`src/rtl/scsi_port_pkg.sv`:
```
`timescale 1ns/1ps
package scsi_port_pkg;
   localparam int REG_AW = 3;
   localparam int REG_W  = 8;

   typedef enum logic [REG_AW-1:0] {
      OFS_DATA = 3'd0,
      OFS_ICR  = 3'd1,
      OFS_MODE = 3'd2,
      OFS_TCR  = 3'd3,
      OFS_STAT = 3'd4,
      OFS_BSR  = 3'd5,
      OFS_IN   = 3'd6,
      OFS_CLR  = 3'd7
   } ofs_e;

   // initiator command bit positions
   localparam int ICR_RST  = 7;
   localparam int ICR_TRI  = 6;
   localparam int ICR_DIFF = 5;
   localparam int ICR_ACK  = 4;
   localparam int ICR_BSY  = 3;
   localparam int ICR_SEL  = 2;
   localparam int ICR_ATN  = 1;
   localparam int ICR_DATA = 0;

   // mode bit positions
   localparam int MD_TGT   = 6;
   localparam int MD_PCHK  = 5;
   localparam int MD_PINT  = 4;
   localparam int MD_EOPI  = 3;
   localparam int MD_MBSY  = 2;
   localparam int MD_ARB   = 0;

   localparam int TCR_W = 4;
   localparam int N_GO  = 3;
endpackage

```
`src/rtl/scsi_reg_bank.sv`:
```
`timescale 1ns/1ps
module scsi_reg_bank
   import scsi_port_pkg::*;
#(
   parameter int DW = 8
) (
   input  logic                 clk,
   input  logic                 rst_n,
   input  logic                 wr,
   input  logic [REG_AW-1:0]    addr,
   input  logic [REG_W-1:0]     wdata,
   output logic [DW-1:0]        odr,
   output logic [REG_W-1:0]     icr,
   output logic [REG_W-1:0]     mode,
   output logic [TCR_W-1:0]     tcr,
   output logic [DW-1:0]        selen,
   output logic [N_GO-1:0]      go
);
   always_ff @(posedge clk or negedge rst_n) begin
      if (!rst_n) begin
         odr   <= '0;
         icr   <= '0;
         mode  <= '0;
         tcr   <= '0;
         selen <= '0;
      end else if (wr) begin
         case (addr)
            OFS_DATA: odr   <= wdata[DW-1:0];
            OFS_ICR:  icr   <= wdata;
            OFS_MODE: mode  <= wdata;
            OFS_TCR:  tcr   <= wdata[TCR_W-1:0];
            OFS_STAT: selen <= wdata[DW-1:0];
            default:  ;
         endcase
      end
   end

   // strobes for offsets 5, 6, 7 in order
   for (genvar g = 0; g < N_GO; g++) begin : g_go
      localparam logic [REG_AW-1:0] GO_OFS = REG_AW'(int'(OFS_BSR) + g);
      assign go[g] = wr && (addr == GO_OFS);
   end


   strobe_regs_stable_chk: assert property (@(posedge clk) disable iff (!rst_n)
      (wr && addr >= OFS_BSR) |=> ($stable(icr) && $stable(mode) && $stable(tcr)
                                   && $stable(odr) && $stable(selen)));

   strobe_single_chk: assert property (@(posedge clk) disable iff (!rst_n)
      $onehot0(go));
endmodule

```
`src/rtl/scsi_bus_drive.sv`:
```
`timescale 1ns/1ps
module scsi_bus_drive
   import scsi_port_pkg::*;
#(
   parameter int DW = 8
) (
   input  logic [REG_W-1:0]  icr,
   input  logic              tgt_mode,
   input  logic              arb,
   input  logic [TCR_W-1:0]  tcr,
   input  logic [DW-1:0]     odr,
   input  logic [2:0]        bus_phase,
   output logic [DW-1:0]     data_o,
   output logic              data_oe,
   output logic              rst_o,
   output logic              bsy_o,
   output logic              sel_o,
   output logic              atn_o,
   output logic              ack_o,
   output logic              req_o,
   output logic              msg_o,
   output logic              cd_o,
   output logic              io_o,
   output logic              diff_o,
   output logic              pmatch
);
   logic quiet;
   logic tgt_en;

   assign quiet   = icr[ICR_TRI];
   assign tgt_en  = tgt_mode && !quiet;
   assign pmatch  = (bus_phase == tcr[2:0]);
   assign data_o  = odr;
   assign data_oe = !quiet && (arb || (icr[ICR_DATA] && pmatch));
   assign rst_o   = !quiet && icr[ICR_RST];
   assign bsy_o   = !quiet && icr[ICR_BSY];
   assign sel_o   = !quiet && icr[ICR_SEL];
   assign atn_o   = !quiet && icr[ICR_ATN];
   assign ack_o   = !quiet && icr[ICR_ACK];
   assign req_o   = tgt_en && tcr[3];
   assign msg_o   = tgt_en && tcr[2];
   assign cd_o    = tgt_en && tcr[1];
   assign io_o    = tgt_en && tcr[0];
   assign diff_o  = icr[ICR_DIFF];
endmodule

```
`src/rtl/scsi_event_unit.sv`:
```
`timescale 1ns/1ps
module scsi_event_unit
   import scsi_port_pkg::*;
#(
   parameter int DW         = 8,
   parameter bit ODD_PARITY = 1'b1
) (
   input  logic              clk,
   input  logic              rst_n,
   input  logic              tgt_mode,
   input  logic              par_chk_en,
   input  logic              par_int_en,
   input  logic              eop_int_en,
   input  logic              mon_bsy,
   input  logic [DW-1:0]     selen,
   input  logic [DW-1:0]     bus_data,
   input  logic              bus_par,
   input  logic              bus_bsy,
   input  logic              bus_sel,
   input  logic              bus_req,
   input  logic              bus_ack,
   input  logic              dma_end,
   input  logic              clr,
   output logic              irq,
   output logic              par_err,
   output logic              busy_err,
   output logic [DW-1:0]     in_data
);
   logic prev_bsy, prev_hs, prev_end;
   logic hs, latch_ev, par_ok;
   logic sel_set, par_set, busy_set, eop_set, irq_set;

   assign hs = tgt_mode ? bus_ack : bus_req;
   assign latch_ev = prev_hs && !hs;

   if (ODD_PARITY) begin : g_odd
      assign par_ok = ^{bus_data, bus_par};
   end else begin : g_even
      assign par_ok = ~^{bus_data, bus_par};
   end

   assign sel_set  = !bus_bsy && bus_sel && |(bus_data & selen);
   assign par_set  = latch_ev && par_chk_en && !par_ok;
   assign busy_set = mon_bsy && prev_bsy && !bus_bsy;
   assign eop_set  = eop_int_en && dma_end && !prev_end;
   assign irq_set  = sel_set || (par_set && par_int_en) || busy_set || eop_set;

   always_ff @(posedge clk or negedge rst_n) begin
      if (!rst_n) begin
         prev_bsy <= 1'b0;
         prev_hs  <= 1'b0;
         prev_end <= 1'b0;
         irq      <= 1'b0;
         par_err  <= 1'b0;
         busy_err <= 1'b0;
         in_data  <= '0;
      end else begin
         prev_bsy <= bus_bsy;
         prev_hs  <= hs;
         prev_end <= dma_end;
         irq      <= (irq && !clr) || irq_set;
         par_err  <= (par_err && !clr) || par_set;
         busy_err <= (busy_err && !clr) || busy_set;
         if (latch_ev) in_data <= bus_data;
      end
   end


   par_sticky_chk: assert property (@(posedge clk) disable iff (!rst_n)
      (par_err && !clr) |=> par_err);

   sel_irq_chk: assert property (@(posedge clk) disable iff (!rst_n)
      sel_set |=> irq);

   busy_clr_chk: assert property (@(posedge clk) disable iff (!rst_n)
      (clr && !mon_bsy) |=> !busy_err);

   irq_quiet_chk: assert property (@(posedge clk) disable iff (!rst_n)
      (!irq && !irq_set) |=> !irq);
endmodule

```
`src/rtl/scsi_port_regs.sv`:
```
`timescale 1ns/1ps
module scsi_port_regs
   import scsi_port_pkg::*;
#(
   parameter int DW         = 8,
   parameter bit ODD_PARITY = 1'b1
) (
   input  logic              clk,
   input  logic              rst_n,
   input  logic [2:0]        reg_addr,
   input  logic              reg_wr,
   input  logic              reg_rd,
   input  logic [7:0]        reg_wdata,
   output logic [7:0]        reg_rdata,
   input  logic [DW-1:0]     bus_data_i,
   input  logic              bus_par_i,
   input  logic              bus_rst_i,
   input  logic              bus_bsy_i,
   input  logic              bus_sel_i,
   input  logic              bus_req_i,
   input  logic              bus_ack_i,
   input  logic              bus_msg_i,
   input  logic              bus_cd_i,
   input  logic              bus_io_i,
   input  logic              bus_atn_i,
   input  logic              drq_i,
   input  logic              dma_end_i,
   output logic [DW-1:0]     bus_data_o,
   output logic              bus_data_oe,
   output logic              bus_rst_o,
   output logic              bus_bsy_o,
   output logic              bus_sel_o,
   output logic              bus_atn_o,
   output logic              bus_ack_o,
   output logic              bus_req_o,
   output logic              bus_msg_o,
   output logic              bus_cd_o,
   output logic              bus_io_o,
   output logic              diff_en_o,
   output logic              phase_match_o,
   output logic              irq_o,
   output logic              dma_send_go,
   output logic              dma_trecv_go,
   output logic              dma_irecv_go
);
   if (DW != REG_W) begin : g_bad_width
      $error("scsi_port_regs: DW must equal the register width");
   end

   logic [DW-1:0]    odr, selen, in_data;
   logic [REG_W-1:0] icr, mode;
   logic [TCR_W-1:0] tcr;
   logic [N_GO-1:0]  go;
   logic             clr, par_err, busy_err, arb_lost;

   scsi_reg_bank #(.DW(DW)) u_bank (
      .clk(clk), .rst_n(rst_n), .wr(reg_wr), .addr(reg_addr), .wdata(reg_wdata),
      .odr(odr), .icr(icr), .mode(mode), .tcr(tcr), .selen(selen), .go(go)
   );

   scsi_bus_drive #(.DW(DW)) u_drive (
      .icr(icr), .tgt_mode(mode[MD_TGT]), .arb(mode[MD_ARB]), .tcr(tcr), .odr(odr),
      .bus_phase({bus_msg_i, bus_cd_i, bus_io_i}),
      .data_o(bus_data_o), .data_oe(bus_data_oe), .rst_o(bus_rst_o),
      .bsy_o(bus_bsy_o), .sel_o(bus_sel_o), .atn_o(bus_atn_o), .ack_o(bus_ack_o),
      .req_o(bus_req_o), .msg_o(bus_msg_o), .cd_o(bus_cd_o), .io_o(bus_io_o),
      .diff_o(diff_en_o), .pmatch(phase_match_o)
   );

   assign clr = reg_rd && (reg_addr == OFS_CLR);

   scsi_event_unit #(.DW(DW), .ODD_PARITY(ODD_PARITY)) u_evt (
      .clk(clk), .rst_n(rst_n), .tgt_mode(mode[MD_TGT]),
      .par_chk_en(mode[MD_PCHK]), .par_int_en(mode[MD_PINT]),
      .eop_int_en(mode[MD_EOPI]), .mon_bsy(mode[MD_MBSY]),
      .selen(selen), .bus_data(bus_data_i), .bus_par(bus_par_i),
      .bus_bsy(bus_bsy_i), .bus_sel(bus_sel_i), .bus_req(bus_req_i),
      .bus_ack(bus_ack_i), .dma_end(dma_end_i), .clr(clr),
      .irq(irq_o), .par_err(par_err), .busy_err(busy_err), .in_data(in_data)
   );

   assign dma_send_go  = go[0];
   assign dma_trecv_go = go[1];
   assign dma_irecv_go = go[2];
   assign arb_lost = mode[MD_ARB] && bus_sel_i && !icr[ICR_SEL];

   always_comb begin
      case (reg_addr)
         OFS_DATA: reg_rdata = bus_data_i;
         OFS_ICR:  reg_rdata = {icr[ICR_RST], mode[MD_ARB], arb_lost, icr[4:0]};
         OFS_MODE: reg_rdata = mode;
         OFS_TCR:  reg_rdata = {dma_end_i, 3'b000, tcr};
         OFS_STAT: reg_rdata = {bus_rst_i, bus_bsy_i, bus_req_i, bus_msg_i,
                                bus_cd_i, bus_io_i, bus_sel_i, bus_par_i};
         OFS_BSR:  reg_rdata = {dma_end_i, drq_i, par_err, irq_o, phase_match_o,
                                busy_err, bus_atn_i, bus_ack_i};
         OFS_IN:   reg_rdata = in_data;
         default:  reg_rdata = '0;
      endcase
   end


   oe_phase_chk: assert property (@(posedge clk) disable iff (!rst_n)
      (bus_data_oe && !mode[MD_ARB]) |-> (phase_match_o && icr[ICR_DATA]));

   tri_quiet_chk: assert property (@(posedge clk) disable iff (!rst_n)
      icr[ICR_TRI] |-> !(bus_data_oe || bus_bsy_o || bus_sel_o || bus_rst_o || bus_req_o));

   tgt_lines_chk: assert property (@(posedge clk) disable iff (!rst_n)
      !mode[MD_TGT] |-> !(bus_req_o || bus_msg_o || bus_cd_o || bus_io_o));
endmodule

```
`config.mk`:
```
export PLATFORM = sky130hd
export DESIGN_NAME = scsi_port_regs
export DESIGN_NICKNAME = d
export VERILOG_FILES = /design/src/rtl/scsi_port_pkg.sv /design/src/rtl/scsi_reg_bank.sv /design/src/rtl/scsi_bus_drive.sv /design/src/rtl/scsi_event_unit.sv /design/src/rtl/scsi_port_regs.sv
export SDC_FILE = /design/constraint.sdc
export NUM_CORES = 1
export LEC_CHECK = 0
export BUFFER_PORTS_ARGS = -buffer_cell sky130_fd_sc_hd__buf_2
export CAP_MARGIN = 20
export CORE_MARGIN = 1
export CORE_UTILIZATION = 40
export CTS_BUF_LIST = sky130_fd_sc_hd__clkbuf_8
export CTS_CLUSTER_DIAMETER = 100
export DETAILED_ROUTE_END_ITERATION = 16
export GPL_TIMING_DRIVEN = 0
export MAX_ROUTING_LAYER = met4
export PLACE_DENSITY = 0.71
export SYNTH_ARGS = -nofsm -noshare
export SYNTH_HDL_FRONTEND = slang
export SYNTH_SLANG_ARGS = --single-unit
export TNS_END_PERCENT = 20
```
`constraint.sdc`:
```
create_clock -name clk -period 1.3 [get_ports clk]
set_input_delay 0.13 -clock clk [delete_from_list [all_inputs] [get_ports clk]]
set_output_delay 0.13 -clock clk [all_outputs]
set_load 0.005 [all_outputs]
```
==> flow_summary.ini, run 1 <==
[min_path]
min_path_type = in2reg
holdPathEnd = u_bank.icr[6]
whs_path_depth = 2
worstHoldStart = reg_wdata[6]

[cells_and_area]
seq_area_sq_um = 1255
area_growth_pct = 27.35
final_cells = 375
utilization_pct = 52.95
nFillCells = 564
fin_nets = 332
drive_above_1_share_pct = 53.02
multi_input_area_sq_um = 1408
diodes = 0

[setup_path]
slowest_stage = dfrtp_2
required_ns = 1.17
crit_arrival_ns = 1.60
end_kind = output port
worstPathCellList = mux2_4 -> a22oi_2 -> o22ai_1 -> a31o_2 -> buf_6
cp-start-kind = flip-flop
critical_path_class = reg2out
worstPathMaxFanout = 4
regToRegStartpoint = u_bank.mode[6]
reg2reg_depth = 3
r2r_end = u_evt.in_data[1]
rrSetupSlack_ns = -0.02
cp_slowest_stage_delay_ns = 0.45

[die]
initial_core_util_pct = 41.58
die_h_um = 83.24
die_w_um = 83.24
io_pins = 67
dieArea_sq_um = 6929
core_area_sq_um = 6350
rows = 29

[job]
max_cap_violations = 0

[cts]
ctsRootBufferMaster = clkbuf_8
clk_latency_ns = 0.31
htreeDepth = 2
path_clk_slew_ns = 0.09
cts_made_buffers = 5
clock-sinks = 50
cts_max_path_buffers = 2
cts_tree = yes

[yosys]
syn_area_sq_um = 2640
async_reset_ff_share_pct = 100.0
ys_warn_count = 0
synth_top_cell_by_area = dfrtp_1
ys_seq_area_share_pct = 47.39
synth_flop_cell = dfrtp_1
synth_cells = 217
synth_top_area_share_pct = 47.39
synth_area_per_cell_sq_um = 12.17
yosys-top-cells-area = dfrtp_1, mux2_2, mux2i_1
yosysMostFrequentCell = dfrtp_1
synth_edf_count = 0
synth_nets = 252
ys_ff_latch = 50
ys_top_cells_by_count = dfrtp_1, mux2_2, nor2_1
yosysUniqueCellTypes = 39

[power_and_ir_drop]
p_int_w = 0.003269
leakage_nw = 1.541
power_frac_seq_pct = 47.5
clockPowerShare_pct = 23.3
peakVddDrop_uv = 978.3
p_sw_share_pct = 29.93
p_per_area_nw_per_um2 = 1388
switchingPower_w = 0.001396
power_frac_comb_pct = 29.1

[detailed_routing]
vias_per_cell = 5.531
drc = 0
vias = 2074
detail_route.iter0.violations = 133
first_pass_iters = 4
routed_wl_um = 6935
ant_nets = 0
route.detailed.wl_per_inst_um = 18.49

[sta]
slew_violations = 0
fmax_mhz = 576.8
maxSlewHeadroom_pct = 70.29
min_period_over_period_pct = 133.4
whs_ns = 0.1028
finalClockSkew_ns = 0.004611
finalCriticalPeriod_ns = 1.734
tns_ns = -2.960
tightest_slew_ns = 0.4443
hold_viol_final = 0
setup_viol = 22
grt_setup_unrepaired = yes
fin_ws_ns = -0.4337

[grt]
grt_max_degree = 51
overflow = 0
antenna_found_initial = 0
grt_pass1_wl_um = 11070
grtUsageTotal_pct = 21.63
grt_pass1_vias = 1989

[status]
violations = negative setup slack
status = finished with violations

[placement]
portBuffers = 63
place_congestion = 0.8723
dp_hpwl_um = 4957
dp_cells = 357
how the worst max path moves through the flow:
| stage | startpoint | endpoint | depth (start not counted) |
|---|---|---|---|
| 2_1_floorplan | u_bank.mode[6] | u_evt.in_data[0] | 3 |
| 3_3_place_gp | u_bank.mode[6] | u_evt.in_data[4] | 3 |
| 3_5_place_dp | u_bank.mode[6] | u_evt.in_data[1] | 3 |
| 4_1_cts | u_bank.tcr[2] | reg_rdata[2] | 5 |
| 5_1_grt | u_bank.tcr[2] | reg_rdata[2] | 5 |
| 6_report | u_bank.tcr[2] | reg_rdata[2] | 5 |
sequential cells by signal, indices dropped and copies added, names as in the netlist:
name / flops
u_bank.icr: 8
u_evt.prev_hs: 1
u_evt.prev_bsy: 1
u_evt.busy_err: 1
u_bank.selen: 8
u_evt.prev_end: 1
u_evt.irq: 1
u_evt.par_err: 1
u_bank.odr: 8
u_bank.mode: 8
u_bank.tcr: 4
u_evt.in_data: 8
layout by cell type, fill, tap and decap left out, types with 4 or more instances in the layout:
cell type,instances
clkbuf_8,5
nor2_1,14
a21oi_1,6
buf_4,10
buf_2,64
dfrtp_1,47
o21ai_0,4
xnor2_1,5
mux2i_1,12
and2_1,4
nor2b_1,8
a22oi_1,4
mux2_2,45
nand2_1,8
stage by stage:
step / setup slack, ns / instance area, sq um / power (W)
floorplan: 0.04881 / 2640 / 0.002895
global placement: -0.2708 / 3052 / 0.003361
detailed placement: -0.2606 / 3052 / 0.003405
CTS: -0.4436 / 3278 / 0.004616
global route: -0.5086 / 3362 / 0.004908
finish: -0.4337 / 3362 / 0.004666
cell type report:
| type | instances | area share, % |
|---|---|---|
| buffer | 8 | 1.675 |
| inverter | 4 | 0.4466 |
| clock buffer | 5 | 2.047 |
| tap | 77 | 2.866 |
| timing repair buffer | 73 | 12.58 |
| sequential | 50 | 37.33 |
| multi-input combinational | 155 | 41.87 |
| clock inverter | 3 | 1.191 |
worst max-delay path: cells and delay by family (launching register included):
kind | cells | cell delay, ns
flip-flops | 1 | 0.45
buffers and inverters | 1 | 0.11
AO/OA/AOI/OAI | 3 | 0.47
multiplexers | 1 | 0.27
metal layers:
metal / wire [um] / vias up / global-route usage (%)
li1: - / 946 / -
met1: 2999 / 1040 / 29.27
met2: 3331 / 79 / 33.01
met3: 470 / 9 / 3.976
met4: 133 / 0 / 7.053
met5: 0 / - / -
cell families after synthesis:
logic type | count (synthesis) | synth area share [%]
compound gates | 30 | 7.442
xor+xnor | 10 | 3.839
buf+inv | 12 | 2.701
flops | 50 | 47.39
mux | 62 | 27.25
simple gates | 53 | 11.37
power groups by stage:
| stage | Clock (W) | Sequential, W | Combinational, W |
|---|---|---|---|
| 2_1_floorplan | 0 | 0.00213 | 0.000765 |
| 3_3_place_gp | 0 | 0.00222 | 0.00114 |
| 3_5_place_dp | 0 | 0.00223 | 0.00117 |
| 4_1_cts | 0.00111 | 0.00221 | 0.00129 |
| 5_1_grt | 0.00116 | 0.00226 | 0.00149 |
| 6_report | 0.00109 | 0.00222 | 0.00136 |
what timing repair did:
item,CTS,global route
endpoints found under the setup margin,22,23
hold buffers,2,1
pin swaps,8,6
endpoints found under the hold margin,2,11
resized for setup,19,8
setup buffers,4,2
Note: power is estimated with default switching activity, not from simulation.
==> inputs of run 2 (changes only) <==
--- a/config.mk
+++ b/config.mk
@@ -9,3 +9,3 @@
 export CAP_MARGIN = 20
-export CORE_MARGIN = 1
+export CORE_MARGIN = 4
 export CORE_UTILIZATION = 40
==> constraint.sdc (replaced) <==
create_clock -name clk -period 1.3 [get_ports clk]
set_input_delay 0.26 -clock clk [delete_from_list [all_inputs] [get_ports clk]]
set_output_delay 0.26 -clock clk [all_outputs]
set_load 0.02 [all_outputs]
==> flow_summary.ini, run 2 (synthesis results as in run 1) <==
[status]
status = finished with violations
violations = negative hold slack, negative setup slack

[die]
die_w_um = 89.24
core_area_sq_um = 6386
io_pins = 67
rows = 29
dieArea_sq_um = 7964
die_h_um = 89.24
initial_core_util_pct = 41.34

[sta]
fin_ws_ns = -0.5988
min_period_over_period_pct = 146.1
setup_viol = 29
slew_violations = 0
hold_viol_final = 28
finalCriticalPeriod_ns = 1.899
tns_ns = -7.157
grt_setup_unrepaired = yes
fmax_mhz = 526.6
maxSlewHeadroom_pct = 54.28
tightest_slew_ns = 0.6858
whs_ns = -0.02194
finalClockSkew_ns = 0.01091

[setup_path]
required_ns = 1.04
r2r_end = u_evt.in_data[5]
reg2reg_depth = 4
worstPathMaxFanout = 3
regToRegStartpoint = u_bank.mode[6]
critical_path_class = reg2out
end_kind = output port
crit_arrival_ns = 1.64
rrSetupSlack_ns = -0.12
cp-start-kind = flip-flop

[power_and_ir_drop]
peakVddDrop_uv = 941.5
switchingPower_w = 0.001722
finalPower_w = 0.004970
p_sw_share_pct = 34.66
power_frac_comb_pct = 36.4
power_frac_seq_pct = 44.6
clockPowerShare_pct = 19.0
p_per_area_nw_per_um2 = 1406
p_int_w = 0.003247
leakage_nw = 1.581

[cts]
htreeDepth = 2
cts_hold_buf = 0
clock-sinks = 50
cts_max_path_buffers = 2
path_clk_slew_ns = 0.10
ctsRootBufferMaster = clkbuf_8
cts_tree = yes
clk_latency_ns = 0.31
cts_made_buffers = 5

[cells_and_area]
fin_nets = 333
utilization_pct = 55.33
seq_area_sq_um = 1256
diodes = 0
drive_above_1_share_pct = 58.19
final_cells = 376
nFillCells = 552
layout_common_cells = mux2_2, dfrtp_1, buf_2, buf_4, buf_6
multi_input_area_sq_um = 1456
area_growth_pct = 33.84

[grt]
overflow = 0
grt_pass1_vias = 2156
grt_max_degree = 51
grtUsageTotal_pct = 20.01
grt_pass1_wl_um = 11410
antenna_found_initial = 0

[detailed_routing]
ant_nets = 0
vias_per_cell = 5.654
first_pass_iters = 4
routed_wl_um = 7430
route.detailed.wl_per_inst_um = 19.76
detail_route.iter0.violations = 149
vias = 2126
drc = 0

[min_path]
min_path_type = in2async

[placement]
dp_hpwl_um = 5237
place_congestion = 0.8580
portBuffers = 63
dp_cells = 357

[job]
max_cap_violations = 0
==> run 2: cell types whose count changed in the layout (fill, tap and decap cells not counted), moves of 2 or more <==
cell / change
buf_4: +8
and2_1: -4
o21ai_0: -2
buf_2: -19
nor2_1: -2
nor2b_1: -2
nor2b_2: +2
buf_8: +3
buf_6: +10
dlygate4sd3_1: -3
and2_4: +4
==> run 2: how the worst max path moves through the flow <==
stage | from | endpoint | depth (start not counted)
after global routing | u_bank.tcr[2] | reg_rdata[2] | 5
after CTS | u_bank.tcr[2] | reg_rdata[2] | 5
after floorplan | u_bank.tcr[2] | reg_rdata[3] | 4
final | u_bank.tcr[2] | reg_rdata[2] | 5
after global placement | reg_addr[0] | reg_rdata[2] | 6
after detailed placement | reg_addr[0] | reg_rdata[2] | 6
==> run 2: timing repair <==
item                                   4_1_cts  5_1_grt
buffers inserted                             6        4
gates resized for setup                     36       20
setup endpoints to repair                   29       39
endpoints found under the hold margin        0        0
pin swaps                                    8        3
==> run 2: power groups by stage <==
stage          logic, W  registers (W)  clock network, W
2_1_floorplan  0.000978        0.00221                 0
3_3_place_gp    0.00145        0.00222                 0
3_5_place_dp    0.00148        0.00224                 0
4_1_cts         0.00168        0.00221          0.000954
5_1_grt         0.00194        0.00225           0.00101
6_report        0.00181        0.00222          0.000946
==> run 2: worst max-delay path: stages (launching register included) <==
cell and delay [ns]:
dfrtp_1 0.42, mux2_2 0.28, a22oi_2 0.17, o22ai_1 0.09
a31o_2 0.22, buf_4 0.15
==> run 2: area by class of cell <==
cell class / instances / share of cell area [%]
inverter: 4 / 0.4249
clock buffer: 5 / 1.948
timing repair buffer: 74 / 14.38
tap: 77 / 2.727
sequential: 50 / 35.55
multi-input combinational: 155 / 41.22
clock inverter: 3 / 0.6020
buffer: 8 / 3.152
==> run 2: through the flow <==
step	cell area [sq um]	setup slack, ns	hold slack, ns
6_report	3533	-0.5988	-0.02194
2_1_floorplan	2749	-0.1543	-0.03559
3_3_place_gp	3161	-0.3836	0.4256
5_1_grt	3533	-0.6309	0.01749
4_1_cts	3410	-0.5960	0.09082
3_5_place_dp	3161	-0.3932	0.4184
==> run 2: routing by layer <==
metal	GRT usage (%)	part of all wire (%)	routed length, um
met5	-	0	0
met4	7.307	2.9	219
met3	3.410	6.5	482
met2	29.54	47	3457
met1	27.74	44	3270
==> inputs of run 3 (changes only) <==
- PLACE_DENSITY: 0.71 -> 0.69
- clock period: 1.3 -> 2.2 ns (I/O delays scaled with it)
==> flow_summary.ini, run 3 (synthesis results as in run 1) <==
[status]
status = completed

[setup_path]
worstPathMaxFanout = 4
r2r_end = u_evt.in_data[0]
path_depth = 5
path_buf_inv = 1
slowest_stage = dfrtp_1
regToRegStartpoint = u_bank.mode[6]
cp_slowest_stage_delay_ns = 0.44
rrSetupSlack_ns = 0.60
worstPathCellList = mux2_2 -> a22oi_1 -> o22ai_1 -> a31o_2 -> buf_2
crit_arrival_ns = 1.70
critical_path_class = reg2out
cp-start-kind = flip-flop
required_ns = 1.76
critPathTopFamily = compound AO/OA/AOI/OAI gates
reg2reg_depth = 3
end_kind = output port

[cells_and_area]
drive_above_1_share_pct = 47.06
utilization_pct = 49.75
seq_area_sq_um = 1251
final_cells = 366
final_common_cell = buf_2
fin_nets = 323
diodes = 0
nFillCells = 598
layout_common_cells = buf_2, dfrtp_1, mux2_2, nor2_1, mux2i_1
area_growth_pct = 20.33
multi_input_area_sq_um = 1323

[placement]
place_congestion = 0.9192
dp_worst_setup_slack_ns = 0.1187
dp_cells = 358
dp_hpwl_um = 5275
portBuffers = 63

[detailed_routing]
detail_route.iter0.violations = 130
first_pass_iters = 4
vias_per_cell = 5.481
routed_wl_um = 6918
drc = 0
route.detailed.wl_per_inst_um = 18.90
ant_nets = 0
vias = 2006

[grt]
grtUsageTotal_pct = 19.05
grt_pass1_vias = 2024
antenna_found_initial = 0
overflow = 0
grt_max_degree = 39
grt_pass1_wl_um = 10840

[cts]
clock-sinks = 50
cts_hold_buf = 0
clk_latency_ns = 0.31
path_clk_slew_ns = 0.09
cts_tree = yes
post_cts_resized = 0
cts_max_path_buffers = 2
cts_made_buffers = 5
cts_setup_buffers = 0
htreeDepth = 2
ctsRootBufferMaster = clkbuf_8

[die]
io_pins = 67
initial_core_util_pct = 41.34
dieArea_sq_um = 7964
rows = 29
die_h_um = 89.24
die_w_um = 89.24
core_area_sq_um = 6386

[sta]
fmax_mhz = 467.9
hold_viol_final = 0
grt_setup_unrepaired = yes
fin_ws_ns = 0.06298
slew_violations = 0
tightest_slew_ns = 0.4854
maxSlewHeadroom_pct = 67.54
tns_ns = 0
whs_ns = 0.01643
finalCriticalPeriod_ns = 2.137
min_period_over_period_pct = 97.14
setup_viol = 0
finalClockSkew_ns = 0.005614

[min_path]
min_path_type = in2async

[power_and_ir_drop]
peakVddDrop_uv = 447.8
p_per_area_nw_per_um2 = 852.9
leakage_nw = 1.469

[job]
max_cap_violations = 0
run 3: cell types whose count changed in the layout (fill, tap and decap cells not counted), sizes merged:
cell      before  now
clkinvlp       1    0
clkbuf         5    6
buf           82   72
run 3: layout make-up:
class / count / share of cell area, %
clock buffer: 6 / 2.599
inverter: 4 / 0.4726
multi-input combinational: 155 / 41.63
clock inverter: 2 / 0.5514
sequential: 50 / 39.39
buffer: 8 / 1.772
tap: 77 / 3.033
timing repair buffer: 64 / 10.56
run 3: per-stage QoR:
| step | cell area, sq um | power (W) |
|---|---|---|
| after floorplan | 2640 | 0.001835 |
| final | 3177 | 0.002709 |
| after global routing | 3177 | 0.002879 |
| after detailed placement | 3072 | 0.002148 |
| after CTS | 3172 | 0.002730 |
| after global placement | 3052 | 0.002118 |
run 3: power by group:
part	total [W]	internal, W	switching, W
combinational	0.000826	0.000396	0.000430
sequential	0.00130	0.00114	0.000167
clock	0.000581	0.000259	0.000321
total	0.00271	0.00179	0.000918
run 3: how the worst max path moves through the flow:
stage	start	endpoint	slack (ns)
floorplan	bus_io_i	bus_data_oe	0.11
global placement	reg_addr[1]	reg_rdata[4]	0.11
detailed placement	reg_addr[1]	reg_rdata[6]	0.12
CTS	u_bank.tcr[1]	reg_rdata[3]	0.04
global route	u_bank.tcr[2]	reg_rdata[2]	-0.02
finish	u_bank.tcr[2]	reg_rdata[2]	0.06
run 3: per-layer routing:
metal,vias up,routed length (um),track usage (%)
met5,-,0,-
met4,0,207,6.901
met3,20,575,3.134
met2,90,3063,27.26
met1,960,3072,27.28
li1,936,-,-
